--- src/rtl/mbl_pkg.sv ---
package mbl_pkg;

  typedef enum logic [1:0] {
    PH_IDLE = 2'd0,
    PH_ADDR = 2'd1,
    PH_DATA = 2'd2
  } phase_t;

  // Attributes of an accepted access, frozen for its whole duration.
  typedef struct packed {
    logic       we;
    logic [1:0] be;        // already widened: never 2'b00
    logic       internal;
    logic       narrow;    // 1 = 8-bit bus
    logic       quiet;     // 1 = mask strobes on internal accesses
  } acc_t;

  // An empty enable pattern is taken as a full word.
  function automatic logic [1:0] be_fill(input logic [1:0] be);
    return (be == 2'b00) ? 2'b11 : be;
  endfunction

  // 8-bit bus, odd byte only: the single transfer starts on the odd byte.
  function automatic logic start_odd(input logic narrow, input logic [1:0] be);
    return narrow && (be == 2'b10);
  endfunction

  // 8-bit bus word access still owes its odd transfer.
  function automatic logic more_xfer(input logic narrow, input logic [1:0] be,
                                     input logic odd);
    return narrow && (be == 2'b11) && !odd;
  endfunction

  // Address bit 0 presented on the bus.
  function automatic logic addr_lsb(input logic narrow, input logic [1:0] be,
                                    input logic odd);
    return narrow ? odd : (be == 2'b10);
  endfunction

  // Byte-high-enable active (before inversion).
  function automatic logic bhe_on(input logic narrow, input logic [1:0] be,
                                  input logic odd);
    return narrow ? odd : be[1];
  endfunction

  function automatic logic wlo_on(input logic narrow, input logic [1:0] be);
    return narrow || be[0];
  endfunction

  function automatic logic whi_on(input logic narrow, input logic [1:0] be);
    return !narrow && be[1];
  endfunction

endpackage

--- src/rtl/mbl_seq.sv ---
module mbl_seq
  import mbl_pkg::*;
#(
  parameter int ADDR_W = 20
) (
  input  logic              clk,
  input  logic              rst_n,
  input  logic              req,
  input  logic              req_we,
  input  logic              req_internal,
  input  logic [1:0]        req_be,
  input  logic [ADDR_W-1:1] req_addr,
  input  logic              sel_narrow,
  input  logic              sel_quiet,
  output phase_t            phase,
  output acc_t              acc,
  output logic              odd_xfer,
  output logic [ADDR_W-1:0] bus_addr,
  output logic              rdy,
  output logic              take
);

  logic [ADDR_W-1:1] addr_q;
  logic              rdy_q;
  logic              ph_addr;
  logic              ph_data;
  logic              owe_more;
  logic [1:0]        be_in;

  assign ph_addr  = (phase == PH_ADDR);
  assign ph_data  = (phase == PH_DATA);
  assign be_in    = be_fill(req_be);
  assign take     = (phase == PH_IDLE) && req && !rdy_q;
  assign owe_more = more_xfer(acc.narrow, acc.be, odd_xfer);
  assign bus_addr = {addr_q, addr_lsb(acc.narrow, acc.be, odd_xfer)};
  assign rdy      = rdy_q;

  always_ff @(posedge clk) begin
    if (!rst_n) begin
      phase    <= PH_IDLE;
      acc      <= '0;
      addr_q   <= '0;
      odd_xfer <= 1'b0;
      rdy_q    <= 1'b0;
    end else begin
      rdy_q <= 1'b0;
      unique case (phase)
        PH_IDLE: begin
          if (take) begin
            phase        <= PH_ADDR;
            addr_q       <= req_addr;
            acc.we       <= req_we;
            acc.be       <= be_in;
            acc.internal <= req_internal;
            acc.narrow   <= sel_narrow;
            acc.quiet    <= sel_quiet;
            odd_xfer     <= start_odd(sel_narrow, be_in);
          end
        end
        PH_ADDR: phase <= PH_DATA;
        PH_DATA: begin
          if (owe_more) begin
            phase    <= PH_ADDR;
            odd_xfer <= 1'b1;
          end else begin
            phase <= PH_IDLE;
            rdy_q <= 1'b1;
          end
        end
        default: phase <= PH_IDLE;
      endcase
    end
  end

  AST_ADDR_THEN_DATA: assert property (@(posedge clk) disable iff (!rst_n)
    ph_addr |=> ph_data);
  AST_RDY_SINGLE: assert property (@(posedge clk) disable iff (!rst_n)
    rdy_q |=> !rdy_q);
  AST_RDY_AFTER_DATA: assert property (@(posedge clk) disable iff (!rst_n)
    rdy_q |-> $past(ph_data));
  AST_NO_RETAKE_ON_RDY: assert property (@(posedge clk) disable iff (!rst_n)
    rdy_q |=> (phase == PH_IDLE));
  AST_SECOND_IS_ODD: assert property (@(posedge clk) disable iff (!rst_n)
    (ph_data && owe_more) |=> (ph_addr && odd_xfer));

endmodule

--- src/rtl/mbl_lane_drv.sv ---
module mbl_lane_drv
  import mbl_pkg::*;
#(
  parameter int ADDR_W = 20,
  parameter int LANE_W = 8
) (
  input  logic                         clk,
  input  logic                         rst_n,
  input  phase_t                       phase,
  input  acc_t                         acc,
  input  logic                         odd_xfer,
  input  logic [ADDR_W-1:0]            bus_addr,
  input  logic [2*LANE_W-1:0]          wdata,
  output logic [1:0][LANE_W-1:0]       lane_out,
  output logic [1:0]                   lane_oe
);

  localparam int N_LANES = 2;

  for (genvar g = 0; g < N_LANES; g++) begin : g_lane
    logic [LANE_W-1:0] a_byte;
    logic [LANE_W-1:0] d_byte;
    logic              keep_addr;
    logic [LANE_W-1:0] l_out;
    logic              l_oe;

    assign a_byte = bus_addr[g*LANE_W +: LANE_W];

    if (g == 0) begin : g_even
      // 8-bit bus: the odd byte also travels on this lane.
      assign d_byte    = (acc.narrow && odd_xfer) ? wdata[LANE_W +: LANE_W]
                                                  : wdata[0 +: LANE_W];
      assign keep_addr = 1'b0;
    end else begin : g_odd
      assign d_byte    = wdata[LANE_W +: LANE_W];
      assign keep_addr = acc.narrow;
    end

    always_comb begin
      l_out = '0;
      l_oe  = 1'b0;
      unique case (phase)
        PH_ADDR: begin
          l_out = a_byte;
          l_oe  = 1'b1;
        end
        PH_DATA: begin
          if (keep_addr) begin
            l_out = a_byte;
            l_oe  = 1'b1;
          end else if (acc.we) begin
            l_out = d_byte;
            l_oe  = 1'b1;
          end
        end
        default: begin
          l_out = '0;
          l_oe  = 1'b0;
        end
      endcase
    end

    assign lane_out[g] = l_out;
    assign lane_oe[g]  = l_oe;
  end

  AST_READ_RELEASES_LOW: assert property (@(posedge clk) disable iff (!rst_n)
    (phase == PH_DATA && !acc.we) |-> !lane_oe[0]);
  AST_IDLE_LANES_OFF: assert property (@(posedge clk) disable iff (!rst_n)
    (phase == PH_IDLE) |-> (lane_oe == 2'b00));
  AST_NARROW_HIGH_HOLDS: assert property (@(posedge clk) disable iff (!rst_n)
    (phase == PH_DATA && acc.narrow) |-> (lane_oe[1] && $stable(lane_out[1])));

endmodule

--- src/rtl/mbl_strobe.sv ---
module mbl_strobe
  import mbl_pkg::*;
(
  input  logic   clk,
  input  logic   rst_n,
  input  phase_t phase,
  input  acc_t   acc,
  input  logic   odd_xfer,
  output logic   ale,
  output logic   rd_n,
  output logic   wr_lo_n,
  output logic   wr_hi_n,
  output logic   bhe_n
);

  logic in_cycle;
  logic in_data;
  logic masked;
  logic rd_go;
  logic wr_go;

  assign in_cycle = (phase != PH_IDLE);
  assign in_data  = (phase == PH_DATA);
  assign masked   = acc.internal && acc.quiet;
  assign rd_go    = in_data && !acc.we && !masked;
  assign wr_go    = in_data &&  acc.we && !masked;

  assign ale     = (phase == PH_ADDR);
  assign rd_n    = !rd_go;
  assign wr_lo_n = !(wr_go && wlo_on(acc.narrow, acc.be));
  assign wr_hi_n = !(wr_go && whi_on(acc.narrow, acc.be));
  assign bhe_n   = !(in_cycle && bhe_on(acc.narrow, acc.be, odd_xfer));

  AST_READ_AFTER_LATCH: assert property (@(posedge clk) disable iff (!rst_n)
    !rd_n |-> $past(ale));
  AST_RD_WR_EXCLUSIVE: assert property (@(posedge clk) disable iff (!rst_n)
    !rd_n |-> (wr_lo_n && wr_hi_n));
  AST_NARROW_HIGH_QUIET: assert property (@(posedge clk) disable iff (!rst_n)
    acc.narrow |-> wr_hi_n);
  AST_MASKED_STROBES: assert property (@(posedge clk) disable iff (!rst_n)
    (in_cycle && masked) |-> (rd_n && wr_lo_n && wr_hi_n));
  AST_BHE_HELD: assert property (@(posedge clk) disable iff (!rst_n)
    ale |=> $stable(bhe_n));

endmodule

--- src/rtl/mbl_rd_gather.sv ---
module mbl_rd_gather
  import mbl_pkg::*;
#(
  parameter int LANE_W = 8
) (
  input  logic                   clk,
  input  logic                   rst_n,
  input  logic                   take,
  input  phase_t                 phase,
  input  acc_t                   acc,
  input  logic                   odd_xfer,
  input  logic [1:0][LANE_W-1:0] lane_in,
  output logic [2*LANE_W-1:0]    rdata
);

  logic sample;

  // External data is only taken on reads of external memory.
  assign sample = (phase == PH_DATA) && !acc.we && !acc.internal;

  always_ff @(posedge clk) begin
    if (!rst_n) begin
      rdata <= '0;
    end else if (take) begin
      rdata <= '0;
    end else if (sample) begin
      if (acc.narrow) begin
        if (odd_xfer) rdata[LANE_W +: LANE_W] <= lane_in[0];
        else          rdata[0 +: LANE_W]      <= lane_in[0];
      end else begin
        rdata[0 +: LANE_W]      <= acc.be[0] ? lane_in[0] : '0;
        rdata[LANE_W +: LANE_W] <= acc.be[1] ? lane_in[1] : '0;
      end
    end
  end

  AST_INTERNAL_READS_ZERO: assert property (@(posedge clk) disable iff (!rst_n)
    (phase == PH_DATA && acc.internal) |=> (rdata == '0));
  AST_WRITES_READ_ZERO: assert property (@(posedge clk) disable iff (!rst_n)
    (phase == PH_DATA && acc.we) |=> (rdata == '0));

endmodule

--- src/rtl/mux_bus_lane_ctrl.sv ---
module mux_bus_lane_ctrl
  import mbl_pkg::*;
#(
  parameter int ADDR_W = 20,
  parameter int LANE_W = 8
) (
  input  logic                           clk,
  input  logic                           rst_n,
  input  logic                           sel_narrow,
  input  logic                           sel_quiet,
  input  logic                           req,
  input  logic                           req_we,
  input  logic                           req_internal,
  input  logic [1:0]                     req_be,
  input  logic [ADDR_W-1:1]              req_addr,
  input  logic [2*LANE_W-1:0]            req_wdata,
  output logic                           rdy,
  output logic [2*LANE_W-1:0]            rdata,
  output logic [ADDR_W-2*LANE_W-1:0]     addr_up,
  output logic [LANE_W-1:0]              lo_out,
  output logic                           lo_oe,
  input  logic [LANE_W-1:0]              lo_in,
  output logic [LANE_W-1:0]              hi_out,
  output logic                           hi_oe,
  input  logic [LANE_W-1:0]              hi_in,
  output logic                           ale,
  output logic                           rd_n,
  output logic                           wr_lo_n,
  output logic                           wr_hi_n,
  output logic                           bhe_n
);

  localparam int LANE_SPAN = 2 * LANE_W;
  localparam int UP_W      = ADDR_W - LANE_SPAN;

  phase_t                 phase;
  acc_t                   acc;
  logic                   odd_xfer;
  logic                   take;
  logic [ADDR_W-1:0]      bus_addr;
  logic [1:0][LANE_W-1:0] lane_out;
  logic [1:0]             lane_oe;
  logic [1:0][LANE_W-1:0] lane_in;
  logic                   busy;

  mbl_seq #(.ADDR_W(ADDR_W)) u_seq (
    .clk          (clk),
    .rst_n        (rst_n),
    .req          (req),
    .req_we       (req_we),
    .req_internal (req_internal),
    .req_be       (req_be),
    .req_addr     (req_addr),
    .sel_narrow   (sel_narrow),
    .sel_quiet    (sel_quiet),
    .phase        (phase),
    .acc          (acc),
    .odd_xfer     (odd_xfer),
    .bus_addr     (bus_addr),
    .rdy          (rdy),
    .take         (take)
  );

  mbl_lane_drv #(.ADDR_W(ADDR_W), .LANE_W(LANE_W)) u_lanes (
    .clk      (clk),
    .rst_n    (rst_n),
    .phase    (phase),
    .acc      (acc),
    .odd_xfer (odd_xfer),
    .bus_addr (bus_addr),
    .wdata    (req_wdata),
    .lane_out (lane_out),
    .lane_oe  (lane_oe)
  );

  mbl_strobe u_strobe (
    .clk      (clk),
    .rst_n    (rst_n),
    .phase    (phase),
    .acc      (acc),
    .odd_xfer (odd_xfer),
    .ale      (ale),
    .rd_n     (rd_n),
    .wr_lo_n  (wr_lo_n),
    .wr_hi_n  (wr_hi_n),
    .bhe_n    (bhe_n)
  );

  assign lane_in[0] = lo_in;
  assign lane_in[1] = hi_in;

  mbl_rd_gather #(.LANE_W(LANE_W)) u_gather (
    .clk      (clk),
    .rst_n    (rst_n),
    .take     (take),
    .phase    (phase),
    .acc      (acc),
    .odd_xfer (odd_xfer),
    .lane_in  (lane_in),
    .rdata    (rdata)
  );

  assign busy    = (phase != PH_IDLE);
  assign lo_out  = lane_out[0];
  assign hi_out  = lane_out[1];
  assign lo_oe   = lane_oe[0];
  assign hi_oe   = lane_oe[1];
  assign addr_up = busy ? bus_addr[ADDR_W-1:LANE_SPAN] : {UP_W{1'b0}};

  AST_UPPER_QUIET_IDLE: assert property (@(posedge clk) disable iff (!rst_n)
    !busy |-> (addr_up == '0 && !ale));
  AST_UPPER_HELD: assert property (@(posedge clk) disable iff (!rst_n)
    ale |=> $stable(addr_up));

endmodule

--- config.mk ---
export PLATFORM = sky130hd
export DESIGN_NAME = mux_bus_lane_ctrl
export DESIGN_NICKNAME = d
export VERILOG_FILES = /design/src/rtl/mbl_pkg.sv /design/src/rtl/mbl_seq.sv /design/src/rtl/mbl_lane_drv.sv /design/src/rtl/mbl_strobe.sv /design/src/rtl/mbl_rd_gather.sv /design/src/rtl/mux_bus_lane_ctrl.sv
export SDC_FILE = /design/constraint.sdc
export NUM_CORES = 1
export LEC_CHECK = 0
export BUFFER_PORTS_ARGS = -buffer_cell sky130_fd_sc_hd__buf_2
export CORE_MARGIN = 2
export CORE_UTILIZATION = 25
export DETAILED_ROUTE_END_ITERATION = 8
export PLACE_DENSITY = 0.47
export SETUP_SLACK_MARGIN = 0.4
export SLEW_MARGIN = 20
export SYNTH_ARGS = -nofsm -noshare
export SYNTH_HDL_FRONTEND = slang
export SYNTH_SLANG_ARGS = --single-unit
--- constraint.sdc ---
create_clock -name clk -period 2 [get_ports clk]
set_input_delay 0.6 -clock clk [delete_from_list [all_inputs] [get_ports clk]]
set_output_delay 0.6 -clock clk [all_outputs]
set_load 0.02 [all_outputs]
==> summary.txt, run 1 <==
Routing
  – Vias: 2,644
  – Via density per instance: 4.77
  – DR WL met2: 4360 um
  – Detail-routed net length per standard cell: 15.4 um
  – Met3 WL: between 400 and 500 um
  – Post-DRT Antenna Nets: 0
  – Remaining DRCs: 0
  – DR pass1 iterations: 4
  – Top Metal Used: met4
  – Met1 wire length: 3680 um
  – DRT iter0 DRCs: 35
  – Routed Wire Length: around 8500 um

Global routing
  – GRT Util Overall: 0.157
  – Vias in the first global route: 2,586
  – Initial antenna violation count: 0
  – GR Overflow Total: 0
  – Largest net degree at the start of global routing: 23
  – First-pass GRT wire length: 13,000 um

Power and ir drop
  – Power Density: between 600 and 700 nW/um2
  – Power Internal: approximately 1.8 mW
  – Sw Pwr: 0.843 mW
  – Switching share of total power: 0.323
  – Clock network power share: 0.269
  – Worst vdd ir: 0.303 mV
  – Combinational power share: 0.346
  – Seq pwr share: 0.385
  – LEAKAGE: 1.64 nW

Run
  – MaxCap Viol Count: 0

CTS
  – CTS Buf Count: 5
  – Worst-path clk slew: 0.10 ns
  – CTS tree: yes
  – CTS sink count: 45
  – H-tree depth: 2
  – Clock root cell: clkbuf_8
  – Post-cts hold buffer count: 0
  – Max clock buf depth: 2
  – Skew-Pair Late Insertion Delay: roughly 0.3 ns

Floorplanning
  – DIE AREA: 10,500 um2
  – Die Wd: 103 um
  – Initial Utilization: 0.261
  – Core Region: 9330 um2
  – Row count: 35
  – Die Ht: 103 um
  – # IOs: 104

Layout
  – Fillers: ~960
  – Most frequent cells in the layout: 76 x buf_2, 43 x nand2_1, 42 x dfxtp_1
  – Final std cells w/o fill: roughly 550
  – Commonest non-fill, non-tap cell in the layout: buf_2
  – Cell area after layout: 4120 um2
  – Finished Core Util: 0.442
  – Layout Nets: 488
  – Layout cells sized above 1: 0.605
  – Syn-to-layout area delta: 69.6%
  – Inserted Diodes: 0

Synth
  – Synth warn: 0
  – Register bit total from synthesis: 45
  – Seq/Total Area, Yosys: 0.371
  – Mapped Nets: 367
  – Syn avg cell area: approximately 8 um2
  – EDFF count, synth: 0
  – Mapped Area: between 2000 and 2500 um2
  – Synth Instances: 303
  – Ys async rst share: 0
  – Cell variety after synth: 45
  – Synth Flop Type: dfxtp_1

Critical path
  – Crit end category: primary output
  – Crit path arrival time: 1.60 ns
  – Setup CP Type: reg2out
  – Worst path bufs/invs: 2
  – CP max-delay cell: dfxtp_4
  – Cell Chain, Critical Path: inv_4 -> ha_4 -> and3b_2 -> a22oi_2 -> nor2b_4 -> buf_6
  – Largest stage delay on the critical path: 0.37 ns
  – Critical path fanouts, max: 8
  – Worst setup SP type: register
  – Worst path top cell family by delay: flip-flops
  – Critical Path RT: 1.40 ns

Timing
  – Max Slew Vio Count: 0
  – Unrepaired setup endpoints after global routing: true
  – Final worst path period share: 1.10
  – Final hold viol count: 0
  – Relative max-transition margin: 0.759
  – Slew @ Worst Pin: 0.358 ns
  – Final worst path period need: 2.20 ns
  – Number of setup violations in the final report: 20
  – Setup slack after layout: -0.195 ns
  – Max Fclk: 0.455 GHz
  – Layout Skew: 0.0140 ns

Outcome
  – Status: finished with violations
  – Failing checks: negative setup slack

Hold path
  – Hold Path Class: reg2reg

Placement
  – Placed Instance Area: 3300 um2
  – Gpl congestion: roughly 0.77
  – Detail Placement HPWL: ~6100 um
  – Placed Cells incl. Taps: 530
  – Number of I/O port buffers: roughly 100
==> cell usage after synthesis (8+ instances only) <==
master	count	area, um2
o21ai_1	8	40.0
o21ai_0	11	55.1
and3_1	8	50.1
nor2b_1	15	93.8
a211oi_1	8	60.1
a21oi_1	39	195
a21boi_0	15	113
buf_2	11	55.1
nand2_1	59	221
dfxtp_1	45	901
a22oi_1	16	120
nand4_1	9	56.3
==> cell families after synthesis <==
group	Yosys count	synth area share
AND/OR/NAND/NOR	115	0.252
AO/OA/AOI/OAI	109	0.282
flip-flops	45	0.371
buffers and inverters	30	0.0751
adder cells (fa/ha/maj)	4	0.0206
==> worst min-delay path, cell delays in order, from the launching register on <==
cell     delay, ns
dfxtp_1       0.32
nand2_1       0.05
a21oi_1       0.05
==> stage by stage <==
step	hold slack (ns)	setup slack, ns	setup TNS, ns	power, mW
finish	0.459	-0.195	-3.00	2.61
global route	0.475	-0.253	-4.23	2.74
CTS	0.462	-0.204	-3.17	2.50
detailed placement	0.447	0.0389	0	1.68
global placement	0.439	0.0732	0	1.68
floorplan	0.432	0.156	0	1.46
==> state kept, by name (all words and copies together), names as in the netlist <==
name / flops
u_seq.phase: 2
u_seq.acc: 6
u_seq.odd_xfer: 1
u_gather.rdata: 16
u_seq.rdy: 1
u_seq.addr_q: 19
==> cell type report <==
cell class                      count  area, um2  area share
Tap cell                          129        161      0.0391
Timing Repair Buffer              137       1030       0.250
Inverter                            5       23.8     0.00576
Sequential cell                    45        912       0.221
Clock buffer                        6       72.6      0.0176
Multi-Input combinational cell    230       1880       0.457
Clock inverter                      2       38.8     0.00941
==> worst paths after layout <==
path                        start                 end  slack (ns)  depth (start not counted)
hold reg to reg   u_seq.addr_q[3]     u_seq.addr_q[3]        0.46                          2
hold / removal    u_seq.addr_q[3]     u_seq.addr_q[3]        0.46                          2
setup / recovery   u_seq.phase[0]           hi_out[1]       -0.20                          6
setup reg to reg   u_seq.phase[0]  u_gather.rdata[10]        0.23                          8
==> metal layers <==
metal | up-vias | global-route usage
li1 | 1311 | -
met1 | 1257 | 0.187
met2 | 70 | 0.289
met3 | 6 | 0.0366
met4 | 0 | 0.0267
met5 | - | 0
==> power by group through the flow <==
| stage | Sequential, mW | Clock, mW | Combinational (mW) |
|---|---|---|---|
| after CTS | 1.00 | 0.716 | 0.784 |
| final | 1.00 | 0.700 | 0.902 |
| after global placement | 1.02 | 0 | 0.659 |
| after floorplan | 1.02 | 0 | 0.434 |
| after global routing | 1.01 | 0.750 | 0.973 |
| after detailed placement | 1.02 | 0 | 0.661 |
==> timing repair <==
item | 4_1_cts | 5_1_grt
setup buffers | 9 | 4
setup endpoints to repair | 35 | 61
cloned | 2 | 1
gates resized for setup | 93 | 65
pin swaps | 15 | 33
Power figures use the tool's default switching activity.
==> run 2: changes to the inputs <==
Settings changed: CORE_ASPECT_RATIO set to 0.9.
==> run 2 against run 1 <==
Effect of this change: power down 5.4%; via count down 2.6%; critical endpoint is now hi_out[4]; clock power up 6.6%; the flow still finishes with violations (negative setup slack); die area about the same.
==> summary.txt, run 2 (synthesized netlist as in run 1, its figures left out) <==
Critical path
  – Worst path top cell family by delay: flip-flops
  – Setup CP Type: reg2out
  – Crit path arrival time: 1.62 ns
  – Critical path fanouts, max: 8
  – Worst setup SP type: register
  – Worst path bufs/invs: 3
  – Largest stage delay on the critical path: 0.36 ns
  – Cell Chain, Critical Path: inv_2 -> ha_4 -> and3b_2 -> buf_12 -> a22oi_2 -> nor2b_4 -> buf_6
  – Crit end category: primary output
  – CP max-delay cell: dfxtp_2
  – Critical Path RT: 1.40 ns

CTS
  – Max clock buf depth: 2
  – CTS sink count: 45
  – CTS Buf Count: 5
  – Skew-Pair Late Insertion Delay: around 0.30 ns
  – H-tree depth: 2
  – Clock root cell: clkbuf_8
  – CTS tree: yes
  – Worst-path clk slew: about 0.090 ns

Floorplanning
  – Core Region: 9570 um2
  – Die Ht: 97.6 um
  – Row count: 34
  – DIE AREA: between 10,000 and 15,000 um2
  – Die Wd: 108 um
  – Initial Utilization: 0.254
  – # IOs: 104

Power and ir drop
  – Pwr Total: 2.47 mW
  – Combinational power share: 0.293
  – Worst vdd ir: 0.301 mV
  – LEAKAGE: 1.52 nW
  – Power Internal: 1.69 mW
  – Seq pwr share: 0.405
  – Sw Pwr: around 0.77 mW
  – Clock network power share: 0.302
  – Power Density: 671 nW/um2
  – Switching share of total power: 0.314

Layout
  – Top flop regs: u_seq.addr_q: 19 flops, u_gather.rdata: 16 flops, u_seq.acc: 6 flops
  – Layout Nets: 484
  – Register name with the most flops: u_seq.addr_q
  – Max reg flops: 19
  – Cell area after layout: 3680 um2
  – Most frequent cells in the layout: 81 x buf_2, 56 x nand2_1, 42 x dfxtp_1
  – Inserted Diodes: 0
  – Commonest non-fill, non-tap cell in the layout: buf_2
  – Fillers: 1,036
  – Syn-to-layout area delta: 51.2%
  – Layout cells sized above 1: 0.487
  – Finished Core Util: 0.384

Routing
  – Routed Wire Length: 8190 um
  – Post-DRT Antenna Nets: 0
  – DR pass1 iterations: 4
  – Detail-routed net length per standard cell: about 15 um
  – Vias: 2,576
  – Remaining DRCs: 0
  – Via density per instance: 4.71
  – DRT iter0 DRCs: 105

Timing
  – Relative max-transition margin: 0.731
  – Final worst path period need: 2.22 ns
  – Layout Skew: 0.0152 ns
  – Final hold viol count: 0
  – Setup TNS: -3.32 ns
  – Number of setup violations in the final report: 25
  – Max Slew Vio Count: 0
  – Max Fclk: about 0.45 GHz
  – Unrepaired setup endpoints after global routing: true
  – Setup slack after layout: -0.223 ns
  – Final worst path period share: 1.11
  – Slew @ Worst Pin: 0.404 ns

Outcome
  – Failing checks: negative setup slack
  – Status: finished with violations

Global routing
  – First-pass GRT wire length: 12,600 um
  – Initial antenna violation count: 0
  – Largest net degree at the start of global routing: 22
  – GRT Util Overall: 0.152
  – Vias in the first global route: about 2.4k
  – GR Overflow Total: 0

Placement
  – Gpl congestion: 0.757
  – Number of I/O port buffers: 103
  – Detail Placement HPWL: approximately 6000 um
  – Placed Instance Area: about 3300 um2

Run
  – MaxCap Viol Count: 0

Hold path
  – Hold Path Class: reg2reg
## run 2: power by group through the flow
stage	Sequential [mW]	Combinational, mW	Clock, mW
floorplan	1.02	0.434	0
global placement	1.02	0.670	0
detailed placement	1.02	0.674	0
CTS	0.998	0.711	0.769
global route	1.01	0.791	0.807
finish	0.998	0.722	0.746
## run 2: worst paths after layout
check	from	cells after the start	slack, ns	endpoint
worst max-delay path	u_seq.phase[0]	7	-0.22	hi_out[4]
worst min-delay path	u_seq.addr_q[18]	2	0.46	u_seq.addr_q[18]
worst max register to register	u_seq.phase[0]	6	0.43	u_gather.rdata[14]
worst min register to register	u_seq.addr_q[18]	2	0.46	u_seq.addr_q[18]
## run 2: per-layer routing
layer / global-route usage / wire, um
met2: 0.234 / 3820
met4: 0.0296 / 49
met3: 0.0235 / 339
met5: 0 / 0
met1: 0.223 / 3980
## run 2: area by class of cell
cell class,instances,area [um2],share of cell area
Sequential cell,45,907,0.247
Clock buffer,6,82.6,0.0225
Timing Repair Buffer,134,881,0.240
Tap cell,126,158,0.0429
Multi-Input combinational cell,229,1590,0.433
Clock inverter,2,37.5,0.0102
Inverter,5,18.8,0.00511
## run 2: worst reg2reg max path, cell delays in order, from the launching register on
cell      delay [ns]
dfxtp_2         0.34
inv_2           0.07
ha_4            0.15
buf_4           0.15
or3b_4          0.46
nor2_8          0.19
a211oi_1        0.10
## run 2: what timing repair did
item,CTS,global route
endpoints found under the hold margin,0,0
setup endpoints to repair,63,63
setup buffers,4,3
gates resized for setup,41,9
pin swaps,1,2
hold buffers,0,0
gates cloned,0,1
## run 2: per-stage QoR
step	setup WS [ns]	hold WS [ns]	cells
CTS	-0.246	0.459	543
detailed placement	0.0189	0.444	531
global route	-0.283	0.481	547
global placement	0.0251	0.440	531
finish	-0.223	0.457	547
floorplan	0.156	0.432	303
==> run 3: changes to the inputs <==
Settings changed: SETUP_SLACK_MARGIN 0.4 to 0.3.
==> run 3 against run 2 <==
Effect of this change: the run still ends with negative setup slack left; critical path depth down 2; setup slack better by 0.058 ns; clock skew down 0.0032 ns; non-clock buffer count down 1; hold slack worse by 0.0041 ns; clock-buffer cell count down 1; combinational power up 2%; wire length up 3.3%; sequential power about the same; via count up 0.97%; maximum frequency up 2.7%; highest routed layer unchanged.
==> summary.txt, run 3 (synthesized netlist as in run 1, its figures left out) <==
Routing
  – Detail-routed net length per standard cell: 15.5 um
  – Routed Wire Length: 8460 um
  – Post-DRT Antenna Nets: 0
  – DR pass1 iterations: 4
  – DRT iter0 DRCs: 71
  – Vias: 2,601
  – Remaining DRCs: 0
  – Via density per instance: approximately 4.8

Global routing
  – GR Overflow Total: 0
  – GRT Util Overall: 0.157
  – Global Route met1 Usage: 0.221
  – Largest net degree at the start of global routing: 21
  – Initial antenna violation count: 0
  – GR met2 Demand/Resource: 0.245
  – First-pass GRT wire length: 13,100 um
  – Busiest grt layer: met2
  – Global Route met3 Usage: 0.0255
  – Vias in the first global route: about 2.6k

Hold path
  – Hold Path Class: reg2reg

Timing
  – Final worst path period share: 1.08
  – Max Slew Vio Count: 0
  – Relative max-transition margin: 0.757
  – Unrepaired setup endpoints after global routing: true
  – Final worst path period need: 2.17 ns
  – Number of setup violations in the final report: 26
  – Layout Skew: 0.0119 ns
  – Final hold viol count: 0
  – Slew @ Worst Pin: 0.364 ns
  – Setup slack after layout: -0.165 ns
  – Max Fclk: 0.462 GHz

Outcome
  – Failing checks: negative setup slack
  – Status: finished with violations

Critical path
  – Worst setup SP type: register
  – CP max-delay cell: dfxtp_4
  – Worst path top cell family by delay: flip-flops
  – Setup CP Type: reg2out
  – Worst path bufs/invs: 3
  – Cell Chain, Critical Path: inv_1 -> ha_1 -> buf_12 -> a21boi_2 -> buf_4
  – Critical path fanouts, max: 13
  – Critical Path RT: 1.40 ns
  – Largest stage delay on the critical path: 0.38 ns
  – Crit end category: primary output
  – Crit path arrival time: 1.57 ns

Layout
  – Fillers: between 1k and 1.5k
  – Inserted Diodes: 0
  – Layout cells sized above 1: 0.517
  – Layout Nets: 484
  – Syn-to-layout area delta: 53.9%
  – Register name with the most flops: u_seq.addr_q
  – Final std cells w/o fill: between 500 and 600
  – Commonest non-fill, non-tap cell in the layout: buf_2
  – Max reg flops: 19
  – Top flop regs: u_seq.addr_q: 19 flops, u_gather.rdata: 16 flops, u_seq.acc: 6 flops
  – Most frequent cells in the layout: 81 x buf_2, 57 x nand2_1, 43 x dfxtp_1

Floorplanning
  – Initial Utilization: 0.254
  – Die Wd: around 110 um
  – Core Region: approximately 9600 um2
  – Die Ht: 97.6 um
  – Row count: 34
  – DIE AREA: 10,500 um2
  – # IOs: 104

CTS
  – CTS tree: yes
  – Clock root cell: clkbuf_8
  – Skew-Pair Late Insertion Delay: a little under 0.3 ns
  – CTS Buf Count: 5
  – CTS sink count: 45
  – H-tree depth: 2
  – Max clock buf depth: 2
  – Worst-path clk slew: 0.08 ns

Placement
  – Place WS: -0.0101 ns
  – Placed Cells incl. Taps: 527
  – Gpl congestion: 0.873
  – Number of I/O port buffers: 103
  – Detail Placement HPWL: around 6000 um

Power and ir drop
  – Worst vdd ir: roughly 0.41 mV
  – Pwr Total: 2.42 mW
  – LEAKAGE: 1.52 nW
  – Power Density: around 650 nW/um2

Run
  – MaxCap Viol Count: 0
==> run 3: worst paths after layout <==
| path | start | endpoint | slack [ns] | cells past startpoint |
|---|---|---|---|---|
| max reg2reg | u_seq.phase[0] | u_gather.rdata[15] | 0.10 | 10 |
| min | u_seq.addr_q[16] | u_seq.addr_q[16] | 0.45 | 2 |
| max | u_seq.phase[1] | lo_out[0] | -0.17 | 5 |
| min reg2reg | u_seq.addr_q[16] | u_seq.addr_q[16] | 0.45 | 2 |
==> run 3: tightest hold or removal path, stage by stage, from the launching register on <==
cell,delay (ns)
dfxtp_1,0.31
nand2_1,0.05
a21oi_1,0.05
==> run 3: layout make-up <==
cell class	count	area (um2)	share of cell area
clock inverter	2	35.0	0.00936
clock buffer	5	68.8	0.0184
multi-input combinational	230	1670	0.447
sequential	45	906	0.242
tap	126	158	0.0421
inverter	5	18.8	0.00502
timing repair buffer	133	883	0.236
==> run 3: metal layers <==
metal	share of wire	routed length, um	vias up
met5	0	0	-
met4	0.013	113	0
met3	0.046	392	8
met2	0.47	4000	58
met1	0.47	3950	1225
li1	-	-	1310
==> run 3: power by group <==
| group | internal [mW] | total, mW | switching (mW) |
|---|---|---|---|
| Combinational | 0.331 | 0.738 | 0.406 |
| Clock | 0.364 | 0.676 | 0.312 |
| Sequential | 0.956 | 1.00 | 0.0461 |
| Total | 1.65 | 2.42 | 0.764 |
==> run 3: metrics by stage <==
| stage | utilization | hold WS [ns] | cell area (um2) | setup TNS [ns] |
|---|---|---|---|---|
| after detailed placement | 0.343 | 0.446 | 3280 | -0.0101 |
| final | 0.391 | 0.453 | 3740 | -3.15 |
| after floorplan | - | 0.432 | 2640 | 0 |
| after CTS | 0.376 | 0.459 | 3600 | -4.02 |
| after global routing | 0.391 | 0.474 | 3740 | -5.21 |
| after global placement | 0.343 | 0.440 | 3280 | -0.0306 |
==> run 3: what timing repair did <==
| action | 4_1_cts | 5_1_grt |
|---|---|---|
| hold buffers | 0 | 0 |
| setup buffers | 6 | 4 |
| gates cloned | 2 | 0 |
| resized for setup | 45 | 36 |
| hold endpoints to repair | 0 | 0 |
| setup endpoints to repair | 34 | 64 |
| pin swaps | 14 | 13 |
